===== config.mk =====
export PLATFORM = sky130hd
export DESIGN_NAME = irq_tier_arb
export DESIGN_NICKNAME = d
export VERILOG_FILES = /design/src/rtl/irq_arb_pkg.sv /design/src/rtl/irq_rr_pick.sv /design/src/rtl/irq_pend_bank.sv /design/src/rtl/irq_tier_arb.sv
export SDC_FILE = /design/constraint.sdc
export NUM_CORES = 1
export LEC_CHECK = 0
export ABC_AREA = 1
export BUFFER_PORTS_ARGS = -buffer_cell sky130_fd_sc_hd__buf_2
export CELL_PAD_IN_SITES_DETAIL_PLACEMENT = 1
export CELL_PAD_IN_SITES_GLOBAL_PLACEMENT = 1
export CORE_UTILIZATION = 37
export DETAILED_ROUTE_END_ITERATION = 10
export GPL_ROUTABILITY_DRIVEN = 1
export GPL_TIMING_DRIVEN = 0
export HOLD_SLACK_MARGIN = 0.08
export PLACE_DENSITY_LB_ADDON = 0.1
export SLEW_MARGIN = 20
export SYNTH_ARGS = -nofsm -noshare
export SYNTH_HDL_FRONTEND = slang
export SYNTH_SLANG_ARGS = --single-unit

===== constraint.sdc =====
create_clock -name clk -period 3.6 [get_ports clk]
set_input_delay 0.36 -clock clk [delete_from_list [all_inputs] [get_ports clk]]
set_output_delay 0.36 -clock clk [all_outputs]
set_load 0.01 [all_outputs]

===== src/rtl/irq_arb_pkg.sv =====
package irq_arb_pkg;

  typedef enum logic [1:0] {
    ARB_OFF,
    ARB_FLAT,
    ARB_TIER,
    ARB_PREEMPT
  } arb_mode_e;

  localparam logic [7:0] CODE_FLAT    = 8'h01;
  localparam logic [7:0] CODE_TIER    = 8'h02;
  localparam logic [7:0] CODE_PREEMPT = 8'h12;

  // Unknown codes fall back to bypass.
  function automatic arb_mode_e decode_mode(input logic [7:0] code);
    case (code)
      CODE_FLAT:    return ARB_FLAT;
      CODE_TIER:    return ARB_TIER;
      CODE_PREEMPT: return ARB_PREEMPT;
      default:      return ARB_OFF;
    endcase
  endfunction

endpackage


===== src/rtl/irq_rr_pick.sv =====
module irq_rr_pick #(
  parameter int N = 16,
  parameter int W = (N > 1) ? $clog2(N) : 1
) (
  input  logic [N-1:0] req,
  input  logic [W-1:0] ptr,
  output logic         found,
  output logic [W-1:0] idx
);

  logic         hi_hit;
  logic [W-1:0] hi_idx;
  logic [W-1:0] lo_idx;

  // Descending scan: the last hit kept is the lowest index.
  always_comb begin
    found  = 1'b0;
    hi_hit = 1'b0;
    hi_idx = '0;
    lo_idx = '0;
    for (int i = N - 1; i >= 0; i--) begin
      if (req[i]) begin
        found  = 1'b1;
        lo_idx = W'(i);
        if (W'(i) >= ptr) begin
          hi_hit = 1'b1;
          hi_idx = W'(i);
        end
      end
    end
    idx = hi_hit ? hi_idx : lo_idx;
  end

endmodule


===== src/rtl/irq_pend_bank.sv =====
module irq_pend_bank #(
  parameter int N  = 48,
  parameter int IW = $clog2(N)
) (
  input  logic          clk,
  input  logic          rst,
  input  logic          clr_all,
  input  logic [N-1:0]  set_vec,
  input  logic          clr_en,
  input  logic [IW-1:0] clr_idx,
  output logic [N-1:0]  pend
);

  logic [N-1:0] clr_mask;

  for (genvar g = 0; g < N; g++) begin : g_clr
    assign clr_mask[g] = clr_en && (clr_idx == IW'(g));
  end

  always_ff @(posedge clk) begin
    if (rst || clr_all) pend <= '0;
    else                pend <= (pend & ~clr_mask) | set_vec;
  end

endmodule


===== src/rtl/irq_tier_arb.sv =====
module irq_tier_arb
  import irq_arb_pkg::*;
#(
  parameter int EXT_W = 8,
  parameter int ERR_W = 16
) (
  input  logic                                     clk,
  input  logic                                     rst,
  input  logic [7:0]                               mode,
  input  logic [EXT_W-1:0]                         ext_a_req,
  input  logic [EXT_W-1:0]                         ext_b_req,
  input  logic [ERR_W-1:0]                         sys_req,
  input  logic [ERR_W-1:0]                         clk_req,
  input  logic                                     svc_done,
  output logic                                     grant_valid,
  output logic [$clog2(2*EXT_W+2*ERR_W)-1:0]       grant_idx,
  output logic                                     sys_err_out,
  output logic                                     clk_err_out
);

  localparam int N_EXT    = 2 * EXT_W;
  localparam int N_ALL    = N_EXT + 2 * ERR_W;
  localparam int IW       = $clog2(N_ALL);
  localparam int EW       = $clog2(N_EXT);
  localparam int RW       = $clog2(ERR_W);
  localparam int SYS_BASE = N_EXT;
  localparam int CLK_BASE = N_EXT + ERR_W;

  localparam logic [IW-1:0] SYS_BASE_I = IW'(SYS_BASE);
  localparam logic [IW-1:0] CLK_BASE_I = IW'(CLK_BASE);
  localparam logic [IW-1:0] LAST_I     = IW'(N_ALL - 1);
  localparam logic [EW-1:0] EXT_LAST   = EW'(N_EXT - 1);
  localparam logic [RW-1:0] ERR_LAST   = RW'(ERR_W - 1);

  arb_mode_e      mode_dec;
  logic [N_ALL-1:0] req_all;
  logic [N_ALL-1:0] pend_q;

  logic          gnt_v_q, gnt_v_n;
  logic [IW-1:0] gnt_idx_q, gnt_idx_n;
  logic          sys_o_n, clk_o_n;

  logic [IW-1:0] flat_ptr_q, flat_ptr_n;
  logic [EW-1:0] ext_ptr_q, ext_ptr_n;
  logic [RW-1:0] err_ptr_q [2];
  logic [RW-1:0] err_ptr_n [2];

  logic          f_found;
  logic [IW-1:0] f_idx;
  logic          x_found;
  logic [EW-1:0] x_idx;
  logic [1:0]    e_found;
  logic [RW-1:0] e_idx [2];

  logic          t_found;
  logic [IW-1:0] t_idx;
  logic [1:0]    t_tier;
  logic [1:0]    cur_tier;

  logic          take;
  logic [IW-1:0] win_idx;
  logic [1:0]    win_tier;

  assign mode_dec = decode_mode(mode);
  assign req_all  = {clk_req, sys_req, ext_b_req, ext_a_req};

  irq_pend_bank #(.N(N_ALL), .IW(IW)) u_pend (
    .clk     (clk),
    .rst     (rst),
    .clr_all (mode_dec == ARB_OFF),
    .set_vec (req_all),
    .clr_en  (gnt_v_q && svc_done),
    .clr_idx (gnt_idx_q),
    .pend    (pend_q)
  );

  irq_rr_pick #(.N(N_ALL), .W(IW)) u_flat_pick (
    .req   (pend_q),
    .ptr   (flat_ptr_q),
    .found (f_found),
    .idx   (f_idx)
  );

  irq_rr_pick #(.N(N_EXT), .W(EW)) u_ext_pick (
    .req   (pend_q[N_EXT-1:0]),
    .ptr   (ext_ptr_q),
    .found (x_found),
    .idx   (x_idx)
  );

  // Tier 1 (g=0) is system errors, tier 2 (g=1) is clock errors.
  for (genvar g = 0; g < 2; g++) begin : g_err_tier
    irq_rr_pick #(.N(ERR_W), .W(RW)) u_err_pick (
      .req   (pend_q[SYS_BASE + g*ERR_W +: ERR_W]),
      .ptr   (err_ptr_q[g]),
      .found (e_found[g]),
      .idx   (e_idx[g])
    );
  end

  // Highest non-empty tier wins.
  always_comb begin
    t_found = 1'b1;
    t_idx   = '0;
    t_tier  = 2'd0;
    if (e_found[1]) begin
      t_idx  = CLK_BASE_I + IW'(e_idx[1]);
      t_tier = 2'd2;
    end else if (e_found[0]) begin
      t_idx  = SYS_BASE_I + IW'(e_idx[0]);
      t_tier = 2'd1;
    end else if (x_found) begin
      t_idx  = IW'(x_idx);
      t_tier = 2'd0;
    end else begin
      t_found = 1'b0;
    end
  end

  always_comb begin
    if (gnt_idx_q >= CLK_BASE_I)      cur_tier = 2'd2;
    else if (gnt_idx_q >= SYS_BASE_I) cur_tier = 2'd1;
    else                              cur_tier = 2'd0;
  end

  // Grant decision.
  always_comb begin
    take      = 1'b0;
    win_idx   = (mode_dec == ARB_FLAT) ? f_idx : t_idx;
    win_tier  = t_tier;
    gnt_v_n   = gnt_v_q;
    gnt_idx_n = gnt_idx_q;
    if (mode_dec == ARB_OFF) begin
      gnt_v_n   = 1'b0;
      gnt_idx_n = '0;
    end else if (gnt_v_q && svc_done) begin
      gnt_v_n   = 1'b0;
      gnt_idx_n = '0;
    end else if (gnt_v_q) begin
      if (mode_dec == ARB_PREEMPT && t_found && (t_tier > cur_tier))
        take = 1'b1;
    end else begin
      take = (mode_dec == ARB_FLAT) ? f_found : t_found;
    end
    if (take) begin
      gnt_v_n   = 1'b1;
      gnt_idx_n = win_idx;
    end
  end

  // Pointer advance: one past the granted position in the affected group.
  always_comb begin
    flat_ptr_n   = flat_ptr_q;
    ext_ptr_n    = ext_ptr_q;
    err_ptr_n[0] = err_ptr_q[0];
    err_ptr_n[1] = err_ptr_q[1];
    if (take) begin
      if (mode_dec == ARB_FLAT) begin
        flat_ptr_n = (win_idx == LAST_I) ? '0 : win_idx + 1'b1;
      end else begin
        case (win_tier)
          2'd2:    err_ptr_n[1] = (e_idx[1] == ERR_LAST) ? '0 : e_idx[1] + 1'b1;
          2'd1:    err_ptr_n[0] = (e_idx[0] == ERR_LAST) ? '0 : e_idx[0] + 1'b1;
          default: ext_ptr_n    = (x_idx == EXT_LAST) ? '0 : x_idx + 1'b1;
        endcase
      end
    end
  end

  always_comb begin
    if (mode_dec == ARB_OFF) begin
      sys_o_n = |sys_req;
      clk_o_n = |clk_req;
    end else begin
      sys_o_n = gnt_v_n && (gnt_idx_n < CLK_BASE_I);
      clk_o_n = gnt_v_n && (gnt_idx_n >= CLK_BASE_I);
    end
  end

  always_ff @(posedge clk) begin
    if (rst) begin
      gnt_v_q      <= 1'b0;
      gnt_idx_q    <= '0;
      sys_err_out  <= 1'b0;
      clk_err_out  <= 1'b0;
      flat_ptr_q   <= '0;
      ext_ptr_q    <= '0;
      err_ptr_q[0] <= '0;
      err_ptr_q[1] <= '0;
    end else begin
      gnt_v_q      <= gnt_v_n;
      gnt_idx_q    <= gnt_idx_n;
      sys_err_out  <= sys_o_n;
      clk_err_out  <= clk_o_n;
      flat_ptr_q   <= flat_ptr_n;
      ext_ptr_q    <= ext_ptr_n;
      err_ptr_q[0] <= err_ptr_n[0];
      err_ptr_q[1] <= err_ptr_n[1];
    end
  end

  assign grant_valid = gnt_v_q;
  assign grant_idx   = gnt_idx_q;

  // Assertions next to the logic they guard.
  assert_off_no_grant_R2: assert property (@(posedge clk) disable iff (rst)
    (mode_dec == ARB_OFF) |=> !grant_valid);

  assert_retire_drops_R11: assert property (@(posedge clk) disable iff (rst)
    (grant_valid && svc_done) |=> !grant_valid);

  assert_grant_is_pending_R11: assert property (@(posedge clk) disable iff (rst)
    grant_valid |-> pend_q[grant_idx]);

  assert_hold_R7: assert property (@(posedge clk) disable iff (rst)
    (grant_valid && !svc_done && (mode_dec == ARB_FLAT || mode_dec == ARB_TIER))
      |=> (grant_valid && $stable(grant_idx)));

  assert_preempt_clk_R8: assert property (@(posedge clk) disable iff (rst)
    (grant_valid && !svc_done && mode_dec == ARB_PREEMPT &&
     (|pend_q[CLK_BASE +: ERR_W]) && grant_idx < CLK_BASE_I)
      |=> (grant_valid && grant_idx >= CLK_BASE_I));

  assert_lines_exclusive_R12: assert property (@(posedge clk) disable iff (rst)
    grant_valid |-> !(sys_err_out && clk_err_out));

endmodule


Yosys cells after proc, flatten, opt, wreduce, memory -nomap -nowiden
Memory sizes are Yosys's and may differ from the RTL's.
Index checks and enable logic that the tools add are counted.
{"block": "word_totals", "ramBits": 8, "in_bits": 59, "n_memories": 1, "register_bits": 67, "out_inout_bits": 9}
{"name": "err_ptr_q", "words": 2, "word_bits": 4, "read_ports": 2, "rd_clocked_by_memory_dff": 0, "wr": 2, "line_no": "irq_tier_arb.sv:45", "source": "logic [RW-1:0] err_ptr_q [2];"}
{"block": "op_classes", "n_lt_le_gt_ge": 101, "n_reduce_logical": 61, "n_eq_ne": 58, "add_sub_neg": 6, "bitwise_logic": 7, "muxes": 602}
{"operator": "2-to-1 mux 6 bit", "count": 152}
{"operator": "2-to-1 mux 4 bit", "count": 155}
{"operator": "2-to-1 mux 1 bit", "count": 290}
{"operator": "equality test 6 bit (second input constant)", "count": 17}
{"operator": "equality test 6 x 5 -> 1 bit (second input constant)", "count": 16}
{"operator": "greater-or-equal comparator 4 bit (first input constant)", "count": 24}
{"operator": "greater-or-equal comparator 5 x 6 -> 1 bit (first input constant)", "count": 16}
{"operator": "greater-or-equal comparator 6 bit (first input constant)", "count": 16}
{"operator": "logical AND 1 bit", "count": 53}
{"operator": "AND 48 bit", "count": 1}
{"operator": "equality test 6 x 4 -> 1 bit (second input constant)", "count": 8}
{"operator": "greater-or-equal comparator 3 x 4 -> 1 bit (first input constant)", "count": 12}
{"operator": "greater-or-equal comparator 4 x 6 -> 1 bit (first input constant)", "count": 8}
{"operator": "inverter 48 bit", "count": 1}
{"operator": "bitwise OR 48 bit", "count": 1}
{"operator": "OR reduction 16 bit", "count": 2}
{"operator": "equality test 6 x 3 -> 1 bit (second input constant)", "count": 4}
{"operator": "greater-or-equal comparator 1 x 4 -> 1 bit (first input constant)", "count": 6}
{"operator": "greater-or-equal comparator 2 x 4 -> 1 bit (first input constant)", "count": 6}
{"operator": "greater-or-equal comparator 3 x 6 -> 1 bit (first input constant)", "count": 4}
{"operator": "2-to-1 mux 8 bit", "count": 2}
{"operator": "adder 4 x 1 -> 4 bit (second input constant)", "count": 3}
{"operator": "equality test 4 bit (second input constant)", "count": 3}
{"operator": "equality test 6 x 2 -> 1 bit (second input constant)", "count": 2}
{"operator": "25 further kinds", "count": 33}

Logic depth before layout (Yosys ltp)
{"block": "logic_depth", "ltp_word": 103, "depth_mapped": 61, "ltp_nobuf": 60}

Modules after synthesis
A second synthesis with hierarchy kept.
{"block": "hier_totals", "cells_unflattened": 1371, "area_unflattened_um2": 7588.5}
{"module": "irq_pend_bank", "n_inst": 1, "area_per_inst_um2": 1949.4, "cells_each": 280}
{"module": "irq_tier_arb", "n_inst": 1, "area_per_inst_um2": 1893.1, "cells_each": 287}
{"module": "irq_rr_pick at u_flat_pick", "n_inst": 1, "area_per_inst_um2": 1884.3, "cells_each": 438}
{"module": "irq_rr_pick at g_err_tier[0].u_err_pick ...", "n_inst": 3, "area_per_inst_um2": 620.6, "cells_each": 122}

Least setup slack after synthesis
Ideal clock, no wire load.
{"block": "synth_path", "path_type": "register to register", "from": "register flat_ptr_q[1]", "to": "register flat_ptr_q[3]", "setup_ns": 0.070, "period_less_slack_ns": 3.762, "path_slack_ns": -0.162, "n_path_buf": 1, "path_stages_with_launch": 58, "t_arrival_ns": 3.693, "path_cell_list": "dfxtp_1 > clkbuf_8 > nor2_2 > inv_1 > o21ai_1 > nand2_2 > nand2_1 > nand2_1 > nand2_1 > nand2_1 > nand2_1 > nand2_1 > nand2_1 > nand2_1 > nand2_1 > nand2_1 > nand2_1 > nand2_1 > [22 not listed] > nand2_1 > nand2_1 > nand2_1 > nand2_1 > nand2_1 > nand2_1 > nand2_1 > nand2_1 > nand2_1 > nand2_2 > nand2_2 > inv_2 > ha_1 > inv_1 > nor2_1 > a31oi_1 > nand3_1 > a21oi_1"}
{"block": "synth_between", "elab_chain_len": 101}
{"element": "from (decl)", "line_no": "irq_tier_arb.sv:43", "source": "logic [IW-1:0] flat_ptr_q, flat_ptr_n;"}
{"element": "from (signal assigned)", "line_no": "irq_tier_arb.sv:195", "source": "flat_ptr_q <= flat_ptr_n;"}
{"element": "greater-or-equal comparator 6 bit", "line_no": "irq_rr_pick.sv:25", "source": "if (W'(i) >= ptr) begin"}
{"element": "2-to-1 mux 6 bit or 2-to-1 mux 1 bit (tied branches)", "line_no": "irq_rr_pick.sv:25"}
{"element": "2-to-1 mux 6 bit or 2-to-1 mux 1 bit (tied branches)", "line_no": "irq_rr_pick.sv:22", "source": "if (req[i]) begin"}
{"element": "2-to-1 mux 6 bit or 2-to-1 mux 1 bit (tied branches)", "line_no": "irq_rr_pick.sv:25"}
{"element": "2-to-1 mux 6 bit or 2-to-1 mux 1 bit (tied branches)", "line_no": "irq_rr_pick.sv:22"}
{"element": "2-to-1 mux 6 bit or 2-to-1 mux 1 bit (tied branches)", "line_no": "irq_rr_pick.sv:25"}
{"element": "2-to-1 mux 6 bit or 2-to-1 mux 1 bit (tied branches)", "line_no": "irq_rr_pick.sv:22"}
{"element": "2-to-1 mux 6 bit or 2-to-1 mux 1 bit (tied branches)", "line_no": "irq_rr_pick.sv:25"}
{"element": "[85 not listed]"}
{"element": "2-to-1 mux 6 bit or 2-to-1 mux 1 bit (tied branches)", "line_no": "irq_rr_pick.sv:25"}
{"element": "2-to-1 mux 6 bit or 2-to-1 mux 1 bit (tied branches)", "line_no": "irq_rr_pick.sv:22"}
{"element": "2-to-1 mux 6 bit or 2-to-1 mux 1 bit (tied branches)", "line_no": "irq_rr_pick.sv:25"}
{"element": "2-to-1 mux 6 bit or 2-to-1 mux 1 bit (tied branches)", "line_no": "irq_rr_pick.sv:22"}
{"element": "2-to-1 mux 6 bit *", "line_no": "irq_rr_pick.sv:31", "source": "idx = hi_hit ? hi_idx : lo_idx;"}
{"element": "2-to-1 mux 6 bit *", "line_no": "irq_tier_arb.sv:129", "source": "win_idx = (mode_dec == ARB_FLAT) ? f_idx : t_idx;"}
{"element": "adder 6 x 1 -> 6 bit or equality test 6 bit (tied branches)", "line_no": "irq_tier_arb.sv:159", "source": "flat_ptr_n = (win_idx == LAST_I) ? '0 : win_idx + 1'b1;"}
{"element": "2-to-1 mux 6 bit *", "line_no": "irq_tier_arb.sv:159"}
Every way passes the cells marked *; elsewhere a longest branch is shown, timed or not.
A chain may end at the register's enable or synchronous reset.

Final worst setup path
{"block": "layout_path", "from": "register flat_ptr_q[3]", "to": "register flat_ptr_q[3]"}
The elaborated chain is that of the path after synthesis.

==> impl_results.md <==
- Post-synth ARST share: 0%
- Placed cells: 1381
- Largest net degree at the start of global routing: 13
- Top post-synthesis cells by area: dfxtp_1, nand2_1, nor2_1
- DP Area: 6954 µm²
- Reg-to-reg startpoint: flat_ptr_q[3]$_SDFFE_PP0P_
- Initial Util: 37.91%
- Die H: 132.6 µm
- Setup CP Type: reg -> reg
- Final-report max-slew violation count: 0
- P per Cell Area: 272.8 nW/µm²
- # setup viols final: 18
- CP max stage delay: 0.32 ns
- GR Util All Layers: 30.91%
- Antenna-violating nets left: 0
- Via count: 7895
- Mapped Nets: 1160
- # DRC: 0
- Synth Instances: around 1100
- # clock sinks: 75
- Num CTS Buffers: 9
- Synth warnings: 0
- Final hold vios: 0
- H-tree Lvls: 3
- LEAKAGE: 0.003639 µW
- Site Rows: 47
- ANT cells: 0
- Max Fanout on Critical Path: 5
- DP HPWL: about 21 mm
- DR pass1 iterations: 5
- Clk buf depth: 2
- CTS tree: done
- Via density: 5.540
- Max_cap viols: 0
- Non-Filler Instances: ~1400
- Filler cell count: 2356
- Crit. Startpoint: flat_ptr_q[3]$_SDFFE_PP0P_
- Final period util: 121.8%
- Worst VDD drop: 225.5 µV
- Post-route minimum period: 4.386 ns
- Busiest grt layer: met2
- Clock latency at the later pin of the worst-skew pair: approximately 0.36 ns
- Highest clock rate: 228.0 MHz
- Slack of the critical path: -0.7859 ns
- Met2 Use GR: 51.84%
- Fin Setup TNS: -6.068 ns
- Starting DRT DRC Count: 545
- Routed WL per cell: roughly 19 µm
- Die width: 132.6 µm
- Routed Wire Length: roughly 27 mm
- Hold crit path type: in -> reg
- Unrepaired setup endpoints after global routing: yes
- Initial antenna violation count: 0
- Port Buffer Count: 66
- Rel. slew slack: 27.97%
- Pre-CTS WS: -0.8757 ns
- Routing usage on met1: 40.02%
- Synth unique cells: between 50 and 60
- Failing checks: setup timing
- Met3 Usage GRT: 3.908%
- Hold path start: rst
- Worst-margin pin slew: 1.067 ns
- Top cells by count, synth: nand2_1, nor2_1, inv_1, a21oi_1, o21ai_0
- Syn Area/Cell: 5.762 µm²
- Crit end category: register
- Post-synth EDFFs: 0
- Post-Layout Inst Area: 7660 µm²
- Share of layout cells above drive strength 1: roughly 15%
- Syn Std Cell Area: around 6300 µm²
- Clk_skew: between 0.009 and 0.01 ns
- Top-count cell post-synth: nand2_1
- IO Count: 68
- Cts hold-fix bufs: 0
- RePlAce Congestion: 0.9159
- Vias in the first global route: 7770
- Worst path required time: 3.89 ns
- Core Footprint: roughly 17000 µm²
- Post-synth top area share: 23.80%
- Overall power: 2090 µW
- Part of the Yosys area used for sequential elements: 23.80%
- Nets: 1266
- Area delta synth->final: 21.40%
- Max stage delay cell, worst path: dfxtp_2
- Outcome: finished with violations
- Synth area leader: dfxtp_1
- Total Die Area: ~18000 µm²
- Reg clk slew, reported paths: 0.06 ns
- Root Driver: clkbuf_16
- GRT Residual Overflow: 0
- First-pass GRT wire length: 41.52 mm
- Cell mode on critical path: nand2_1
- CP Launch Type: register
- FF+latch count, synth: 75
- Primary FF master, synth: dfxtp_1
- Arr. time, crit path: 4.67 ns
[metrics by stage]
step	utilization, %	hold WS (ns)
after global routing	46.03	0.2152
after global placement	41.79	0.4964
after detailed placement	41.79	0.4966
final	46.03	0.2107
after floorplan	-	0.4583
after CTS	44.85	0.1990
[registers in the layout (all words and copies together), names as in the netlist]
name	count
flat_ptr_q	6
grant_valid	1
sys_err_out	1
ext_ptr_q	4
u_pend.pend	48
err_ptr_q	8
clk_err_out	1
grant_idx	6
[worst paths after layout]
check / to / slack [ns] / depth (start not counted)
setup / recovery: flat_ptr_q[3]$_SDFFE_PP0P_ / -0.79 / 59
hold / removal: flat_ptr_q[3]$_SDFFE_PP0P_ / 0.21 / 2
setup reg to reg: flat_ptr_q[3]$_SDFFE_PP0P_ / -0.79 / 59
hold reg to reg: err_ptr_q[0][0]$_SDFFE_PP0P_ / 0.52 / 2
[worst max-delay path: cells and delay by family (launching register included)]
| family | cells | cell delay [ns] |
|---|---|---|
| compound gates | 4 | 0.60 |
| fa+ha+maj | 1 | 0.16 |
| buf+inv | 4 | 0.39 |
| flops | 1 | 0.32 |
| simple gates | 50 | 2.83 |
[layer usage]
| layer | wire length [µm] | vias up |
|---|---|---|
| met5 | 0 | - |
| met4 | 794 | 0 |
| met3 | 1333 | 42 |
| met2 | 12540 | 247 |
| met1 | 12300 | 3760 |
| li1 | - | 3846 |
[kinds of logic (layout without fill, tap and decap cells)]
| kind of cell | after synthesis | in the layout | share of synthesized area [%] |
|---|---|---|---|
| XOR/XNOR | 4 | 4 | 0.5553 |
| adder cells (fa/ha/maj) | 6 | 6 | 1.190 |
| flip-flops | 75 | 75 | 23.80 |
| AO/OA/AOI/OAI | 274 | 274 | 25.64 |
| buffers and inverters | 188 | 298 | 12.29 |
| AND/OR/NAND/NOR | 548 | 548 | 36.53 |
[repair_timing]
action,in CTS,in global routing
pin swaps,6,14
setup endpoints to repair,24,57
gates resized for setup,21,31
setup buffers,16,13
[area by class of cell]
cell class / count / area, µm² / share of cell area [%]
Clock inverter: 5 / 102.6 / 1.339
Tap cell: 220 / 275.3 / 3.594
Sequential cell: 75 / 1506 / 19.67
Clock buffer: 10 / 229.0 / 2.989
Buffer: 15 / 132.6 / 1.731
Inverter: 173 / 678.2 / 8.853
Timing Repair Buffer: 95 / 551.8 / 7.204
Multi-Input combinational cell: 832 / 4184 / 54.62
[power by group]
part,switching [µW],internal (µW),leakage (µW)
combinational,122,76.1,0.00287
sequential,3.24,833,0.000607
clock,383,673,0.000159
total,508,1580,0.00364
[cells in the final DEF (no fill, tap or decap), types with 6 or more instances in the layout]
cell type	n
nand2_1	252
o311ai_0	6
nor2_4	7
inv_2	7
clkbuf_1	8
o31ai_1	12
nand2_2	10
a31oi_1	12
nor3_1	20
nand3_1	37
inv_1	160
nor2_1	175
clkbuf_16	9
buf_4	28
nand4_1	9
dfxtp_1	71
a21oi_1	98
nor4_1	16
buf_2	66
nor2_2	6
o21ai_0	77
o21a_1	8
o211ai_1	16
a211oi_1	7
(Power assumes the default switching activity.)
